[src/rtl/spi_fo_pkg.sv]
package spi_fo_pkg;

  // Edge events seen on the oversampled serial pins.
  typedef struct packed {
    logic cs_fall;
    logic cs_rise;
    logic sclk_rise;
  } spi_ev_t;

  // Frame is valid when at least one whole byte arrived and no partial byte remains.
  function automatic logic frame_done(logic seen_byte, int unsigned bit_idx);
    return seen_byte && (bit_idx == 0);
  endfunction

  // Bit index within a byte, wrapping at the byte width.
  function automatic int unsigned next_idx(int unsigned bit_idx, int unsigned byte_w);
    return (bit_idx == byte_w - 1) ? 0 : bit_idx + 1;
  endfunction

  // Sticky flag update when chip select returns high.
  function automatic logic flag_on_close(logic cur, logic pend, logic raw, logic cleared);
    return cleared ? (pend | raw) : (cur | pend | raw);
  endfunction

endpackage

[src/rtl/spi_fo_sync.sv]
module spi_fo_sync #(
  parameter int unsigned WIDTH = 4,
  parameter int unsigned STAGES = 2,
  parameter logic [WIDTH-1:0] RST_VAL = '0
) (
  input  logic             clk,
  input  logic             rst_n,
  input  logic [WIDTH-1:0] d,
  output logic [WIDTH-1:0] q
);
  logic [STAGES-1:0][WIDTH-1:0] stg;

  always_ff @(posedge clk or negedge rst_n) begin
    if (!rst_n) stg <= {STAGES{RST_VAL}};
    else        stg <= {stg[STAGES-2:0], d};
  end

  assign q = stg[STAGES-1];
endmodule

[src/rtl/spi_fo_shift.sv]
module spi_fo_shift
  import spi_fo_pkg::*;
#(
  parameter int unsigned BYTE_W = 8,
  parameter int unsigned CNT_W = 3
) (
  input  logic              clk,
  input  logic              rst_n,
  input  spi_ev_t           ev,
  input  logic              cs_low,
  input  logic              din,
  input  logic [BYTE_W-1:0] load_val,
  output logic              msb,
  output logic [BYTE_W-1:0] word,
  output logic              frame_ok
);
  logic [BYTE_W-1:0] sh_q;
  logic [CNT_W-1:0]  idx_q;
  logic              seen_q;

  always_ff @(posedge clk or negedge rst_n) begin
    if (!rst_n) begin
      sh_q   <= '0;
      idx_q  <= '0;
      seen_q <= 1'b0;
    end else if (ev.cs_fall) begin
      sh_q   <= load_val;
      idx_q  <= '0;
      seen_q <= 1'b0;
    end else if (cs_low && ev.sclk_rise) begin
      sh_q  <= {sh_q[BYTE_W-2:0], din};
      idx_q <= CNT_W'(next_idx(int'(idx_q), BYTE_W));
      if (int'(idx_q) == BYTE_W - 1) seen_q <= 1'b1;
    end
  end

  assign msb      = sh_q[BYTE_W-1];
  assign word     = sh_q;
  assign frame_ok = ev.cs_rise && frame_done(seen_q, int'(idx_q));
endmodule

[src/rtl/spi_fo_faults.sv]
module spi_fo_faults
  import spi_fo_pkg::*;
#(
  parameter int unsigned NCH = 6
) (
  input  logic           clk,
  input  logic           rst_n,
  input  logic           cs_low,
  input  logic           cs_rise,
  input  logic           clear_ok,
  input  logic [NCH-1:0] raw,
  output logic [NCH-1:0] sticky
);
  for (genvar g = 0; g < NCH; g++) begin : g_ch
    logic flag_q;
    logic pend_q;

    always_ff @(posedge clk or negedge rst_n) begin
      if (!rst_n) begin
        flag_q <= 1'b0;
        pend_q <= 1'b0;
      end else if (cs_rise) begin
        flag_q <= flag_on_close(flag_q, pend_q, raw[g], clear_ok);
        pend_q <= 1'b0;
      end else if (cs_low) begin
        pend_q <= pend_q | raw[g];
      end else begin
        flag_q <= flag_q | raw[g];
      end
    end

    assign sticky[g] = flag_q;
  end
endmodule

[src/rtl/spi_fault_ctrl.sv]
module spi_fault_ctrl
  import spi_fo_pkg::*;
#(
  parameter int unsigned NCH = 6,
  parameter int unsigned CFG_BITS = 2,
  parameter int unsigned SYNC_STAGES = 2
) (
  input  logic                clk,
  input  logic                rst_n,
  input  logic                ser_cs_n,
  input  logic                ser_clk,
  input  logic                ser_din,
  input  logic                pin_mode,
  input  logic [NCH-1:0]      pin_in,
  input  logic [NCH-1:0]      flt_raw,
  output logic                ser_dout,
  output logic                ser_dout_en,
  output logic [NCH-1:0]      chan_on,
  output logic [CFG_BITS-1:0] ol_on_det
);
  localparam int unsigned BYTE_W = NCH + CFG_BITS;
  localparam int unsigned CNT_W  = (BYTE_W > 1) ? $clog2(BYTE_W) : 1;

  // Oversampled serial pins: {cs_n, sclk, din, mode}
  logic [3:0] sync_q;
  spi_fo_sync #(.WIDTH(4), .STAGES(SYNC_STAGES), .RST_VAL(4'b1000)) u_sync (
    .clk(clk), .rst_n(rst_n),
    .d({ser_cs_n, ser_clk, ser_din, pin_mode}),
    .q(sync_q)
  );

  logic cs_s, sclk_s, din_s, mode_s;
  assign {cs_s, sclk_s, din_s, mode_s} = sync_q;

  logic cs_d, sclk_d;
  always_ff @(posedge clk or negedge rst_n) begin
    if (!rst_n) begin
      cs_d   <= 1'b1;
      sclk_d <= 1'b0;
    end else begin
      cs_d   <= cs_s;
      sclk_d <= sclk_s;
    end
  end

  // Named events for the checker
  logic cs_fall_ev, cs_rise_ev, sclk_rise_ev, cs_low;
  assign cs_fall_ev   = cs_d & ~cs_s;
  assign cs_rise_ev   = ~cs_d & cs_s;
  assign sclk_rise_ev = ~sclk_d & sclk_s;
  assign cs_low       = ~cs_s;

  spi_ev_t ev;
  assign ev = '{cs_fall: cs_fall_ev, cs_rise: cs_rise_ev, sclk_rise: sclk_rise_ev};

  logic [NCH-1:0]    sticky;
  logic [BYTE_W-1:0] rx_word;
  logic              sh_msb, frame_ok, clear_ok;

  spi_fo_shift #(.BYTE_W(BYTE_W), .CNT_W(CNT_W)) u_shift (
    .clk(clk), .rst_n(rst_n), .ev(ev), .cs_low(cs_low), .din(din_s),
    .load_val({{CFG_BITS{1'b0}}, sticky}),
    .msb(sh_msb), .word(rx_word), .frame_ok(frame_ok)
  );

  assign clear_ok = frame_ok & ~mode_s;

  spi_fo_faults #(.NCH(NCH)) u_faults (
    .clk(clk), .rst_n(rst_n), .cs_low(cs_low), .cs_rise(cs_rise_ev),
    .clear_ok(clear_ok), .raw(flt_raw), .sticky(sticky)
  );

  logic [BYTE_W-1:0] cmd_q;
  always_ff @(posedge clk or negedge rst_n) begin
    if (!rst_n) begin
      cmd_q   <= '0;
      chan_on <= '0;
    end else begin
      if (frame_ok) cmd_q <= rx_word;
      chan_on <= mode_s ? pin_in : cmd_q[NCH-1:0];
    end
  end

  assign ol_on_det   = cmd_q[BYTE_W-1:NCH];
  assign ser_dout_en = cs_low & ~mode_s;
  assign ser_dout    = ser_dout_en & sh_msb;
endmodule

[config.mk]
export PLATFORM = sky130hd
export DESIGN_NAME = spi_fault_ctrl
export DESIGN_NICKNAME = d
export VERILOG_FILES = /design/src/rtl/spi_fo_pkg.sv /design/src/rtl/spi_fo_sync.sv /design/src/rtl/spi_fo_shift.sv /design/src/rtl/spi_fo_faults.sv /design/src/rtl/spi_fault_ctrl.sv
export SDC_FILE = /design/constraint.sdc
export NUM_CORES = 1
export LEC_CHECK = 0
export ABC_AREA = 1
export CAP_MARGIN = 10
export CORE_ASPECT_RATIO = 1.2
export CORE_MARGIN = 5
export CORE_UTILIZATION = 53
export DETAILED_ROUTE_END_ITERATION = 16
export GPL_TIMING_DRIVEN = 0
export PLACE_DENSITY_LB_ADDON = 0.12
export SKIP_CTS_REPAIR_TIMING = 1
export SYNTH_ARGS = -nofsm -noshare
export SYNTH_HDL_FRONTEND = slang
export SYNTH_SLANG_ARGS = --single-unit
[constraint.sdc]
create_clock -name clk -period 1.9 [get_ports clk]
set_clock_uncertainty 0.2 [all_clocks]
set_input_delay 0.38 -clock clk [delete_from_list [all_inputs] [get_ports clk]]
set_output_delay 0.38 -clock clk [all_outputs]
set_load 0.005 [all_outputs]
==> results of run 1 <==
registers in the layout, summed over array words and instances, names as in the netlist:
signal                cells
u_shift.idx_q             3
u_sync.stg                4
u_shift.word              8
u_sync.q                  4
sclk_d                    1
u_shift.seen_q            1
chan_on                   6
cs_d                      1
cmd_q                     8
u_faults.g_ch.pend_q      6
u_faults.g_ch.flag_q      6
where the power goes:
group | switching (uW) | internal, uW
registers | 47.4 | 1100
logic | 133 | 127
clock network | 300 | 250
stage by stage:
stage	setup WS, ns	instances	hold WS (ns)	instance area (sq um)	setup TNS [ns]
6_report	0.06048	302	0.1516	2486	0
5_1_grt	0.009835	302	0.1563	2486	0
4_1_cts	-0.4917	297	-0.1197	2415	-0.8193
3_5_place_dp	-0.1541	290	0.1347	2337	-0.1541
3_3_place_gp	-1.031	289	0.1335	2315	-48.07
2_1_floorplan	0.4961	210	-0.1156	1979	0
area by class of cell:
class | count | area, sq um | area share
multi-input combinational | 131 | 624.3 | 0.2511
sequential | 48 | 1206 | 0.4852
clock buffer | 6 | 72.57 | 0.02919
clock inverter | 1 | 5.005 | 0.002013
inverter | 22 | 85.08 | 0.03422
buffer | 8 | 70.07 | 0.02818
timing repair buffer | 34 | 357.8 | 0.1439
tap | 52 | 65.06 | 0.02617
cell usage in the layout, fill, tap and decap left out, types with 3 or more instances in the layout:
cell             synthesis  final
buf_4                    3      7
o21ai_0                 12     12
ha_1                     3      3
nand2_1                 73     73
inv_1                   18     18
dfrtp_1                 45     44
clkdlybuf4s50_1          0     24
buf_2                    2      3
o21ai_1                  8      8
dfstp_2                  3      3
clkbuf_8                 0      5
nand3_1                 10     10
inv_2                    3      3
a21oi_1                  6      6
nand2_2                  3      3
nor2_1                   8      8
routing by layer:
metal | vias up | wire length, um | GRT usage
met5 | - | 0 | 0
met4 | 0 | 42 | 0.04357
met3 | 5 | 187 | 0.04532
met2 | 30 | 1633 | 0.2427
met1 | 643 | 1536 | 0.1882
li1 | 729 | - | -
how the worst min path moves through the flow:
stage	start	end	slack [ns]	cells after the start
floorplan	rst_n	chan_on[0]	-0.12	0
global placement	u_sync.stg[2]	u_sync.q[2]	0.13	0
detailed placement	u_sync.stg[1]	u_sync.q[1]	0.13	0
CTS	rst_n	chan_on[2]	-0.12	1
global route	u_sync.stg[1]	u_sync.q[1]	0.16	0
finish	u_sync.stg[1]	u_sync.q[1]	0.15	0
cells by family (layout without fill, tap and decap cells):
kind of cell    Yosys count  after routing  synth area share
flops                    48             48            0.6087
buf+inv                  31             71           0.07838
simple gates            100            100            0.2212
fa+ha+maj                 3              3           0.01897
compound gates           28             28           0.07270
critical path: cells and delay by family, from the launching register on:
kind                   cells  cell delay [ns]
DFF                        1             0.55
buffers and inverters      3             0.37
and+or+nand+nor            1             0.05
==> impl_metrics.yaml, run 1 <==
setup_path:
  cp.arrival_ns: 1.26
  crit_type: "flip-flop to output port"
  required_ns: 1.32
  critPathMaxStageDelay_ns: 0.55
  r2r-end: "cmd_q[4]"
  crit_path_max_fanout: 9
  cp-end-kind: "output port"
  reg2regPathDepth: 7
  timing.rr.start: "u_sync.q[3]"
  r2r_slack_ns: 0.33
  critPathLaunchType: "flip-flop"
  cp_cell_sequence: "buf_8, buf_12, nor3b_2, dlymetal6s2s_1"
  critPathSlowestCell: "dfstp_2"
  endpoint: "ser_dout"
  crit_start: "u_sync.q[3]"
clock_tree:
  clock-sinks: 48
  cts.htree.levels: 2
  clk_latency_ns: 0.29
  clockBufferDepth: 2
  clk_pin_slew_worst_paths_ns: 0.08
  cts_made_buffers: 5
  root_buffer: "clkbuf_8"
  cts_tree: "done"
final_layout:
  fill_cells: 294
  fin_nets: 271
  drive_gt1_frac: 0.1480
  diodes: 0
  fin_util: 0.6842
  area_delta_synth_final_pct: 25.60
synth:
  post-synth-top-count-cell: "nand2_1"
  synth_edf_count: 0
  synth_top_cell_by_area: "dfrtp_1"
  synth.top_cell.area_share: 0.5689
  synth-seq-cells: 48
  async_reset_ff_frac: 1.000
  synth_area_per_cell_sq_um: 9.426
  syn_inst: 210
  ys_seq_area_frac: 0.6087
  synth_ff_type: "dfrtp_1"
  netlist_top_cells_count: "nand2_1 (73), dfrtp_1 (45), inv_1 (18), o21ai_0 (12), nand3_1 (10)"
  synth.distinct_cells: 24
  syn_nets: 231
  netlist_area_sq_um: 1979
  synthTopCellsByArea: "dfrtp_1 (57%), nand2_1 (14%), dfstp_2 (4.0%), inv_1 (3.4%), o21ai_0 (3.0%)"
  yosys_warnings: 0
detailed_routing:
  firstDrtPassIters: 5
  wirelength_mm: 3.399
  via_count: 1407
  wl_per_cell_um: 11.25
  via_per_inst: 4.659
  antenna_left: 0
  drc: 0
  drtIter0Drc: 34
outcome:
  status: "finished clean"
sta:
  finalMaxSlewViolations: 0
  clock.fmax_mhz: 543.6
  finalHoldViolCount: 0
  slew_headroom: 0.6306
  tightestPinTransition_ns: 0.5541
  period_share: 0.9682
  rsz0062_at_grt: "no"
  setup_viol: 0
  layout_min_cycle_time_ns: 1.840
floorplan:
  die_h_um: 76.95
  core_sq_um: 3633
  rows: 24
  fp.dieArea_sq_um: 5062
  initial_core_util: 0.5448
  io_pins: 28
  die_width_um: 65.79
global_route:
  track_usage: 0.1487
  grt_max_degree: 26
  antenna_found_initial: 0
  grt_first_pass_wirelength_mm: 5.927
  grt.overflow.total: 0
  grt_pass1_vias: 1344
worst_hold_path:
  min_path_type: "flip-flop to flip-flop"
place:
  gp_congestion: 0.7682
  dp_hpwl_mm: 2.435
  io_buffer_count: 27
power_and_ir_drop:
  total_power_uw: 1956
  peakVddDrop_uv: 518.1
  power.density_nw_per_um2: 786.7
  leakage_uw: 0.001274
run:
  max_cap_viol_count: 0
(Power assumes the default switching activity.)
==> run 2: changes to the inputs <==
- CORE_UTILIZATION: 53 -> 55
- CTS_BUF_LIST: not set -> sky130_fd_sc_hd__clkbuf_4
==> run 2 against run 1 <==
Compared with the run above:
- the flow now finishes with violations (negative setup slack)
- worst setup slack lost 0.083 ns
- global-route usage grew 1.6 points
- first-iteration DRC count grew 35%
- sequential cell count is the same
- fmax shrank 4.3%
- worst hold slack gained 0.010 ns
- die area shrank 3.1%
- highest routed layer unchanged
- final area shrank 2.4%
- critical endpoint unchanged
- non-clock buffer count is the same
==> impl_metrics.yaml, run 2 (synthesized netlist as in run 1, its figures left out) <==
sta:
  rsz0062_at_grt: "yes"
  fin_ws_ns: -0.02222
  period_share: 1.012
  hold-worst-slack_ns: 0.1619
  finalHoldViolCount: 0
  finalMaxSlewViolations: 0
  tightestPinTransition_ns: 0.5485
  slew_headroom: 0.6343
  setup_viol: 1
  layout_min_cycle_time_ns: 1.922
  clock.fmax_mhz: 520.2
  setup_tns_ns: -0.02222
final_layout:
  fin_area_sq_um: 2427
  ff_latch_area_sq_um: 1206
  fill_cells: 264
  fin_nets: 271
  most-common-layout-cells: "nand2_1 (73), dfrtp_1 (44), clkdlybuf4s50_1 (22), inv_1 (18), o21ai_0 (12)"
  mostFrequentLayoutCell: "nand2_1"
  diodes: 0
  multi_input_area_sq_um: 619.3
  drive_gt1_frac: 0.1480
  area_delta_synth_final_pct: 22.63
setup_path:
  r2r_slack_ns: 0.31
  required_ns: 1.32
  crit_type: "flip-flop to output port"
  timing.rr.start: "u_sync.q[3]"
  crit_path_max_fanout: 9
  cp.arrival_ns: 1.34
  critPathLaunchType: "flip-flop"
  reg2regPathDepth: 7
  r2r-end: "u_faults.g_ch[1].flag_q"
  cp-end-kind: "output port"
clock_tree:
  clk_pin_slew_worst_paths_ns: 0.12
  cts.htree.levels: 2
  cts_made_buffers: 5
  clock-sinks: 48
  clk_latency_ns: 0.36
  cts_tree: "done"
  root_buffer: "clkbuf_4"
  clockBufferDepth: 2
detailed_routing:
  met3_length_um: 214
  dr_wl_met2_mm: 1.661
  antenna_left: 0
  highest_layer: "met4"
  wl_met1_mm: 1.514
  drc: 0
  drtIter0Drc: 46
  wl_per_cell_um: 12.04
  firstDrtPassIters: 4
  via_count: 1449
  wirelength_mm: 3.455
  via_per_inst: 5.049
power_and_ir_drop:
  leakage_uw: 0.001295
  peakVddDrop_uv: 617.8
  total_power_uw: 1848
  power.density_nw_per_um2: 761.3
worst_hold_path:
  hold_depth: 0
  min_from: "u_sync.stg[2]"
  min_path_type: "flip-flop to flip-flop"
  min_to: "u_sync.q[2]"
floorplan:
  rows: 23
  core_sq_um: 3396
  fp.dieArea_sq_um: 4904
  die_h_um: 75.72
  initial_core_util: 0.5829
  io_pins: 28
  die_width_um: 64.77
global_route:
  grt.overflow.total: 0
  grt_max_degree: 27
  track_usage: 0.1646
  antenna_found_initial: 0
  grt_first_pass_wirelength_mm: 6.092
  grt_pass1_vias: 1379
outcome:
  status: "finished, violations left"
  violations: "negative setup slack"
run:
  max_cap_viol_count: 0
place:
  post-place-ws_ns: -0.1317
  io_buffer_count: 27
  dp_hpwl_mm: 2.524
  post_dp_cell_area_sq_um: 2311
  gp_congestion: 0.7891
## run 2: worst max-delay path: stages, from the launching register on
cell and delay [ns]:
dfstp_2 0.56, buf_8 0.10, buf_8 0.12, nor3b_1 0.06, dlymetal6s2s_1 0.15
## run 2: through the flow
step	util	cells
after floorplan	-	210
after global placement	0.6761	274
after detailed placement	0.6805	275
after CTS	0.6953	282
after global routing	0.7148	287
final	0.7148	287
## run 2: area by class of cell
type | instances | area share
flip-flops and latches | 48 | 0.4969
clock inverters | 1 | 0.002062
clock buffers | 6 | 0.01856
plain buffers | 8 | 0.02887
multi-input cells | 131 | 0.2552
repair buffers | 34 | 0.1443
well taps | 37 | 0.01907
inverters | 22 | 0.03505
## run 2: layer usage
metal  GRT usage  up-vias
met1      0.1903      668
met3     0.05015        6
met5           0        -
li1            -      739
met4     0.07042        0
met2      0.2864       36
## run 2: power by group
group	internal [uW]	switching [uW]	total (uW)	leakage (uW)
Sequential	1100	48.7	1150	0.000581
Clock	151	296	447	0.0000315
Combinational	123	131	254	0.000683
Total	1370	475	1850	0.00129
## run 2: worst max path at each step
| stage | startpoint | endpoint | slack, ns | depth (start not counted) |
|---|---|---|---|---|
| 5_1_grt | u_sync.q[3] | ser_dout | -0.09 | 4 |
| 3_3_place_gp | rst_n | u_sync.stg[2] | -1.04 | 1 |
| 6_report | u_sync.q[3] | ser_dout | -0.02 | 4 |
| 3_5_place_dp | u_sync.q[0] | ser_dout | -0.13 | 3 |
| 4_1_cts | u_sync.q[0] | ser_dout | -0.56 | 3 |
| 2_1_floorplan | u_sync.q[0] | ser_dout | 0.50 | 2 |
